==> src/rtl/pbseq_pkg.sv <==
package pbseq_pkg;
  parameter int WORD_W   = 32;
  parameter int METHOD_W = 13;
  parameter int SUBCH_W  = 3;
  parameter int COUNT_W  = 13;
  parameter int MODE_W   = 3;
  localparam int SUBCH_LSB = METHOD_W;
  localparam int COUNT_LSB = METHOD_W + SUBCH_W;
  localparam int MODE_LSB  = COUNT_LSB + COUNT_W;

  typedef enum logic [MODE_W-1:0] {
    MODE_STEP = 3'd1,
    MODE_HOLD = 3'd3,
    MODE_IMM  = 3'd4,
    MODE_ONCE = 3'd5
  } mode_e;

  typedef struct packed {
    logic takeHdr;
    logic emitArg;
    logic emitImm;
    logic drainOut;
  } strobe_t;
endpackage

==> src/rtl/pbseq_ctrl.sv <==
module pbseq_ctrl
  import pbseq_pkg::*;
(
  input  logic              clk,
  input  logic              rstN,
  input  logic              inValid,
  input  logic [WORD_W-1:0] inWord,
  input  logic              outValid,
  input  logic              outReady,
  input  logic              argLast,
  output logic              inReady,
  output strobe_t           strb,
  output logic              errFlag
);
  typedef enum logic {ST_HDR, ST_ARG} state_e;
  state_e state;

  logic               accept;
  logic               badHdr;
  logic [MODE_W-1:0]  hMode;
  logic [COUNT_W-1:0] hCount;

  assign inReady = !outValid || outReady;
  assign accept  = inValid && inReady;
  assign hMode   = inWord[MODE_LSB +: MODE_W];
  assign hCount  = inWord[COUNT_LSB +: COUNT_W];

  always_comb begin
    strb          = '0;
    strb.drainOut = outValid && outReady;
    badHdr        = 1'b0;
    if (accept) begin
      if (state == ST_HDR) begin
        case (hMode)
          MODE_IMM:             strb.emitImm = 1'b1;
          MODE_STEP, MODE_HOLD: strb.takeHdr = (hCount != '0);
          MODE_ONCE: begin
            if (hCount != '0) strb.takeHdr = 1'b1;
            else              badHdr       = 1'b1;
          end
          default:              badHdr = 1'b1;
        endcase
      end else begin
        strb.emitArg = 1'b1;
      end
    end
  end

  always_ff @(posedge clk) begin
    if (!rstN) begin
      state   <= ST_HDR;
      errFlag <= 1'b0;
    end else begin
      errFlag <= badHdr;
      if (strb.takeHdr)                     state <= ST_ARG;
      else if (strb.emitArg && argLast)     state <= ST_HDR;
    end
  end


  err_after_hdr_chk: assert property (@(posedge clk) disable iff (!rstN)
    errFlag |-> $past(accept) && $past(state == ST_HDR));


  one_action_chk: assert property (@(posedge clk) disable iff (!rstN)
    $onehot0({strb.takeHdr, strb.emitArg, strb.emitImm}));


  no_take_while_full_chk: assert property (@(posedge clk) disable iff (!rstN)
    (outValid && !outReady) |-> !(strb.emitArg || strb.emitImm || strb.takeHdr));
endmodule

==> src/rtl/pbseq_dp.sv <==
module pbseq_dp
  import pbseq_pkg::*;
(
  input  logic                clk,
  input  logic                rstN,
  input  strobe_t             strb,
  input  logic [WORD_W-1:0]   inWord,
  output logic                argLast,
  output logic                outValid,
  output logic [METHOD_W-1:0] outMethod,
  output logic [SUBCH_W-1:0]  outSubch,
  output logic [WORD_W-1:0]   outData,
  output logic [COUNT_W-1:0]  outRemain
);
  logic [METHOD_W-1:0] baseM;
  logic [SUBCH_W-1:0]  subch;
  logic [COUNT_W-1:0]  cnt;
  logic [MODE_W-1:0]   mode;
  logic [COUNT_W-1:0]  idx;
  logic [METHOD_W-1:0] offs;

  assign argLast = (idx == cnt - 1'b1);

  always_comb begin
    case (mode)
      MODE_STEP: offs = idx[METHOD_W-1:0];
      MODE_ONCE: offs = (idx == '0) ? '0 : METHOD_W'(1);
      default:   offs = '0;
    endcase
  end

  always_ff @(posedge clk) begin
    if (!rstN) begin
      baseM <= '0; subch <= '0; cnt <= '0; mode <= '0; idx <= '0;
      outValid <= 1'b0; outMethod <= '0; outSubch <= '0;
      outData <= '0; outRemain <= '0;
    end else begin
      if (strb.takeHdr) begin
        baseM <= inWord[METHOD_W-1:0];
        subch <= inWord[SUBCH_LSB +: SUBCH_W];
        cnt   <= inWord[COUNT_LSB +: COUNT_W];
        mode  <= inWord[MODE_LSB +: MODE_W];
        idx   <= '0;
      end
      if (strb.emitArg) begin
        outValid  <= 1'b1;
        outMethod <= baseM + offs;
        outSubch  <= subch;
        outData   <= inWord;
        outRemain <= cnt - idx - 1'b1;
        idx       <= idx + 1'b1;
      end else if (strb.emitImm) begin
        outValid  <= 1'b1;
        outMethod <= inWord[METHOD_W-1:0];
        outSubch  <= inWord[SUBCH_LSB +: SUBCH_W];
        outData   <= WORD_W'(inWord[COUNT_LSB +: COUNT_W]);
        outRemain <= '0;
      end else if (strb.drainOut) begin
        outValid  <= 1'b0;
      end
    end
  end


  hold_stable_chk: assert property (@(posedge clk) disable iff (!rstN)
    (outValid && !strb.drainOut) |=> outValid && $stable(outMethod) &&
      $stable(outData) && $stable(outRemain) && $stable(outSubch));


  imm_zero_remain_chk: assert property (@(posedge clk) disable iff (!rstN)
    strb.emitImm |=> outValid && (outRemain == '0));


  last_zero_remain_chk: assert property (@(posedge clk) disable iff (!rstN)
    (strb.emitArg && argLast) |=> (outRemain == '0));
endmodule

==> src/rtl/pb_method_seq.sv <==
module pb_method_seq
  import pbseq_pkg::*;
(
  input  logic                clk,
  input  logic                rstN,
  input  logic                inValid,
  input  logic [WORD_W-1:0]   inWord,
  output logic                inReady,
  output logic                outValid,
  input  logic                outReady,
  output logic [METHOD_W-1:0] outMethod,
  output logic [SUBCH_W-1:0]  outSubch,
  output logic [WORD_W-1:0]   outData,
  output logic [COUNT_W-1:0]  outRemain,
  output logic                errFlag
);
  strobe_t strb;
  logic    argLast;

  pbseq_ctrl u_ctrl (
    .clk(clk), .rstN(rstN), .inValid(inValid), .inWord(inWord),
    .outValid(outValid), .outReady(outReady), .argLast(argLast),
    .inReady(inReady), .strb(strb), .errFlag(errFlag)
  );

  pbseq_dp u_dp (
    .clk(clk), .rstN(rstN), .strb(strb), .inWord(inWord),
    .argLast(argLast), .outValid(outValid), .outMethod(outMethod),
    .outSubch(outSubch), .outData(outData), .outRemain(outRemain)
  );
endmodule

==> config.mk <==
export PLATFORM = sky130hd
export DESIGN_NAME = pb_method_seq
export DESIGN_NICKNAME = d
export VERILOG_FILES = /design/src/rtl/pbseq_pkg.sv /design/src/rtl/pbseq_ctrl.sv /design/src/rtl/pbseq_dp.sv /design/src/rtl/pb_method_seq.sv
export SDC_FILE = /design/constraint.sdc
export NUM_CORES = 1
export LEC_CHECK = 0
export BUFFER_PORTS_ARGS = -buffer_cell sky130_fd_sc_hd__buf_2
export CAP_MARGIN = 10
export CORE_MARGIN = 8
export CORE_UTILIZATION = 50
export CTS_CLUSTER_SIZE = 16
export DETAILED_ROUTE_END_ITERATION = 8
export GPL_TIMING_DRIVEN = 0
export PLACE_DENSITY = 0.81
export SLEW_MARGIN = 30
export SYNTH_ARGS = -nofsm -noshare
export SYNTH_HDL_FRONTEND = slang
export SYNTH_SLANG_ARGS = --single-unit
==> constraint.sdc <==
create_clock -name clk -period 4 [get_ports clk]
set_input_delay 0.4 -clock clk [delete_from_list [all_inputs] [get_ports clk]]
set_output_delay 0.4 -clock clk [all_outputs]
set_load 0.05 [all_outputs]
; ---- After elaboration in Yosys (flattened, before gate mapping)
; Index checks and enable logic that the tools add are counted.
[totals]
reg_bits = 109
out_inout_bits = 64
[classes]
addsub = 5
eq_ne = 7
n_mux = 26
bitwise_logic = 2
n_reduce_logical = 14
[ops]
columns = op, count
row1 = 2-to-1 mux 13 bit, 6
row2 = 2-to-1 mux 32 bit, 2
row3 = case mux 13 bit (2 select lines), 1
row4 = subtractor 13 x 1 -> 13 bit (second input constant), 2
row5 = adder 13 x 1 -> 13 bit (second input constant), 1
row6 = adder 13 bit, 1
row7 = == test 13 bit, 1
row8 = zero test 13 bit, 1
row9 = nonzero test 13 bit, 1
row10 = subtractor 13 bit, 1
row11 = 2-to-1 mux 1 bit, 12
row12 = == test 3 bit (second input constant), 3
row13 = 2-to-1 mux 3 bit, 3
row14 = == test 3 x 1 -> 1 bit (second input constant), 2
row15 = nonzero test 2 bit, 3
row16 = OR reduction 3 bit, 2
row17 = case mux 1 bit (2 select lines), 2
row18 = == test 3 x 2 -> 1 bit (second input constant), 1
row19 = logical AND 1 bit, 3
row20 = nonzero test 3 bit, 1
row21 = NOT 1 bit, 2
row22 = OR reduction 2 bit, 1
row23 = zero test 1 bit, 1
row24 = logical OR 1 bit, 1

; ---- Logic depth before layout (Yosys ltp)
[depth]
ltp_word = 8
ltp_mapped = 13

; ---- By module
; Synthesis repeated with hierarchy kept, for this count alone.
[hier_totals]
hier_cells = 728
hier_area_um2 = 6105.9
[modules_own_cells]
columns = mod, n_inst, cells_per_inst, area_each_um2
row1 = pbseq_dp, 1, 707, 5928.2
row2 = pbseq_ctrl, 1, 21, 177.7

; ---- Least setup slack after synthesis
; OpenSTA, ideal clock, no wires.
[synth_path]
kind = register to register
start = register u_dp.idx[1]
end = register u_dp.outMethod[12]
setup_time_ns = 0.128
t_arrival_ns = 2.671
required_time_ns = 3.872
path_slack_ns = 1.201
stages_incl_launch_ff = 14
period_less_slack_ns = 2.799
path_cell_list = dfxtp_1 inv_1 ha_1 nand4_1 nor4_1 a41oi_1 ha_1 fa_1 a211oi_1 o21ai_1 a41oi_1 nor2b_1 nor4_1 o32ai_1
[synth_via]
elab_chain_len = 5
[synth_rtl]
columns = element, line_no
row1 = from (decl), pbseq_dp.sv:19  ; logic [COUNT_W-1:0] idx;
row2 = from (signal assigned), pbseq_dp.sv:51  ; idx <= idx + 1'b1;
row3 = zero test 13 bit, pbseq_dp.sv:27  ; MODE_ONCE: offs = (idx == '0) ? '0 : METHOD_W'(1);
row4 = 2-to-1 mux 1 bit, pbseq_dp.sv:27
row5 = case mux 13 bit (2 select lines) *, pbseq_dp.sv:25  ; case (mode)
row6 = adder 13 bit *, pbseq_dp.sv:47  ; outMethod <= baseM + offs;
row7 = 2-to-1 mux 13 bit *, pbseq_dp.sv:45  ; if (strb.emitArg) begin
row8 = to (signal assigned), pbseq_dp.sv:47
row9 = to (signal assigned), pbseq_dp.sv:54  ; outMethod <= inWord[METHOD_W-1:0];
row10 = to (decl), pbseq_dp.sv:10  ; output logic [METHOD_W-1:0] outMethod,
; Mark *: on every way between the ends. The rest lies on a longest branch, timed or not.
; A chain may end at the register's enable or synchronous reset.

; ---- Worst setup path after layout
; Same ends and word-level chain as after synthesis.

==> flow_metrics.tcl <==
set metrics [dict create \
    outcome "finished clean" \
    async_flop_share_pct 0 \
    startpoint_type "flop" \
    cts_root_buf "clkbuf_16" \
    clk_pin_slew_ns 0.08 \
    synth_top_area_share_pct 35.5 \
    h-tree-depth 3 \
    critPathArrivalTime_ns 3.80 \
    gr-total-overflow 0 \
    grt_max_degree 19 \
    layout-drive-gt1-share_pct 16.2 \
    grt_pass1_wl_um 31700 \
    yosysTopAreaCell "dfxtp_1" \
    tritoncts "yes" \
    ios 100 \
    p_leak_nw 2.94 \
    syn_inst 768 \
    required_ns 4.26 \
    instances_no_fill 1030 \
    fmax_mhz 282 \
    final_max_slew_viol_count 0 \
    tightestPinTransition_ns 0.685 \
    holdCritPathClass "in2reg" \
    final_nets 943 \
    rsz0062_at_grt "no" \
    holdWs_ns 0.320 \
    final.setup.tns_ns 0 \
    synth_common_cells "118 x nand2_1, 109 x dfxtp_1, 55 x a21boi_0" \
    max-slew-margin-rel_pct 54.3 \
    antenna_found_initial 0 \
    routedWlPerCell_um 19.9 \
    die_x_um 127 \
    numCtsBuffers 9 \
    remaining_drc_errors 0 \
    peakVddDrop_uv 274 \
    synth_edf_count 0 \
    routed-via-count 6419 \
    worst_clock_skew_ns 0.00939 \
    num_antenna_cells 0 \
    reg2regPathDepth 13 \
    die_area_um2 16100 \
    min-delay-start "inWord[13]" \
    seq_area_frac_synth_pct 35.5 \
    drt-pass1-iter-count 5 \
    yosysMostFrequentCell "nand2_1" \
    seqCellArea_um2 2180 \
    setup_viol_count_final 0 \
    syn_nets 833 \
    holdPathStages 3 \
    gp_congestion 0.914 \
    r2r_end "u_dp.outMethod[12]$_SDFFE_PN0P_" \
    synthFlopType "dfxtp_1" \
    synth_area_um2 6150 \
    holdPathEnd "u_dp.subch[0]$_SDFFE_PN0P_" \
    post_cts_buffers 0 \
    drt_first_iter_violations 478 \
    rrSetupSlack_ns 0.46 \
    fp.coreArea_um2 12000 \
    row_count 40 \
    worst-setup-path-type "reg2reg" \
    placed_area_um2 6830 \
    ys_ff_latch 109 \
    dp_hpwl_um 15300 \
    max_cap_violations 0 \
    finalHoldViolCount 0 \
    clockBufferDepth 2 \
    multi_input_area_um2 3680 \
    fp.dieH_um 127 \
    start_util_pct 51.2 \
    fillers 1091 \
    grt_use_total_pct 24.6 \
    synth.distinct_cells 62 \
    final_cell_area_um2 7140 \
    period_minus_slack_ns 3.54 \
    period_share_pct 88.6 \
    ctsResizeCount 0 \
    syn_to_final_growth_pct 16.1 \
    vias_per_cell 6.23 \
    p_per_area_nw_per_um2 369 \
    cp_max_fo 7 \
    cp-end-kind "flop" \
    worstSkewPairLatency_ns 0.36 \
    ys_warn_count 0 \
    synth_area_per_cell_um2 8.01 \
    ant_nets 0 \
    wl_um 20500 \
    numClockSinks 109 \
    dp.cells 1014 \
    grt_pass1_vias 6005 \
    finish.utilization_pct 59.5 \
    rr_startpoint "u_dp.idx[1]$_SDFFE_PN0P_" \
    holdBufCountCts 0 \
    synthTopCellsByArea "dfxtp_1 35%, nand2_1 7.2%, a21boi_0 6.7%, ha_1 5.5%, nand3_1 4.3%" \
    port_buffers 99 \
    startpoint "u_dp.idx[1]$_SDFFE_PN0P_" \
]
registers in the layout (all words and copies together) (netlist names), 3 cells and up:
signal,cells
u_dp.cnt,13
u_dp.mode,3
u_dp.outData,32
u_dp.outSubch,3
u_dp.subch,3
u_dp.idx,13
u_dp.outMethod,13
u_dp.outRemain,13
u_dp.baseM,13
through the flow:
step	setup WS (ns)	power, W
global route	0.192	0.00270
detailed placement	0.588	0.00169
finish	0.458	0.00263
global placement	0.616	0.00169
CTS	0.535	0.00262
floorplan	1.20	0.00154
worst max path at each step:
stage               cells after the start  slack (ns)                              end
floorplan                              13        1.20  u_dp.outMethod[12]$_SDFFE_PN0P_
global placement                       13        0.62  u_dp.outMethod[12]$_SDFFE_PN0P_
detailed placement                     13        0.59  u_dp.outMethod[12]$_SDFFE_PN0P_
CTS                                    13        0.54  u_dp.outMethod[12]$_SDFFE_PN0P_
global route                           13        0.19  u_dp.outMethod[12]$_SDFFE_PN0P_
finish                                 13        0.46  u_dp.outMethod[12]$_SDFFE_PN0P_
where the power goes:
group          leakage [nW]  switching, W  total [W]  internal [W]
Combinational          1.92      0.000347   0.000518      0.000171
Sequential            0.885     0.0000361    0.00117       0.00113
Clock                 0.139      0.000443   0.000951      0.000508
routing by layer:
| metal | global-route usage, % | vias up | part of all wire [%] | wire length [um] |
|---|---|---|---|---|
| li1 | - | 2974 | - | - |
| met1 | 30.6 | 3032 | 41 | 8400 |
| met2 | 40.1 | 358 | 46 | 9450 |
| met3 | 5.28 | 55 | 9.4 | 1930 |
| met4 | 10.9 | 0 | 3.5 | 723 |
| met5 | 0 | - | 0 | 0 |
kinds of logic after synthesis:
| kind of cell | synth area share, % |
|---|---|
| mux | 0.915 |
| xor+xnor | 3.99 |
| flops | 35.5 |
| simple gates | 24.6 |
| fa+ha+maj | 6.14 |
| buf+inv | 4.66 |
| compound gates | 24.3 |
critical path: stages (launching register included):
cell,delay [ns]
dfxtp_1,0.41
inv_1,0.13
ha_1,0.19
nand4_1,0.11
nor4_1,0.28
a41oi_1,0.25
ha_1,0.29
fa_1,0.44
a211oi_1,0.32
o21ai_1,0.16
a41oi_1,0.33
nor2b_1,0.12
and3_1,0.17
o32ai_1,0.25
final cells by class:
cell class              count  area share, %
multi-input cells         588           51.6
repair buffers             99           6.94
plain buffers              50           2.91
well taps                 147           2.58
clock inverters             6          0.999
inverters                  21           1.10
flip-flops and latches    109           30.6
clock buffers              10           3.35
layout by cell type, fill, tap and decap left out, types with 7 or more instances in the layout:
cell type  instances
xnor2_1           20
and3_1             9
or3_1             15
nor2b_1            8
o22ai_1           17
nor3_1            14
a211oi_1          10
o21ai_0           38
xor2_1             8
clkbuf_16          9
a21boi_0          55
buf_2            112
o221ai_1           7
clkbuf_1          32
o21a_1            13
nor2_1            34
nand3_1           53
dfxtp_1          109
ha_1              27
a21oi_1           29
and2_1            15
inv_1             19
a31oi_1           11
o211ai_1          10
nand4_1            8
nand2_1          118
Power figures use the tool's default switching activity.
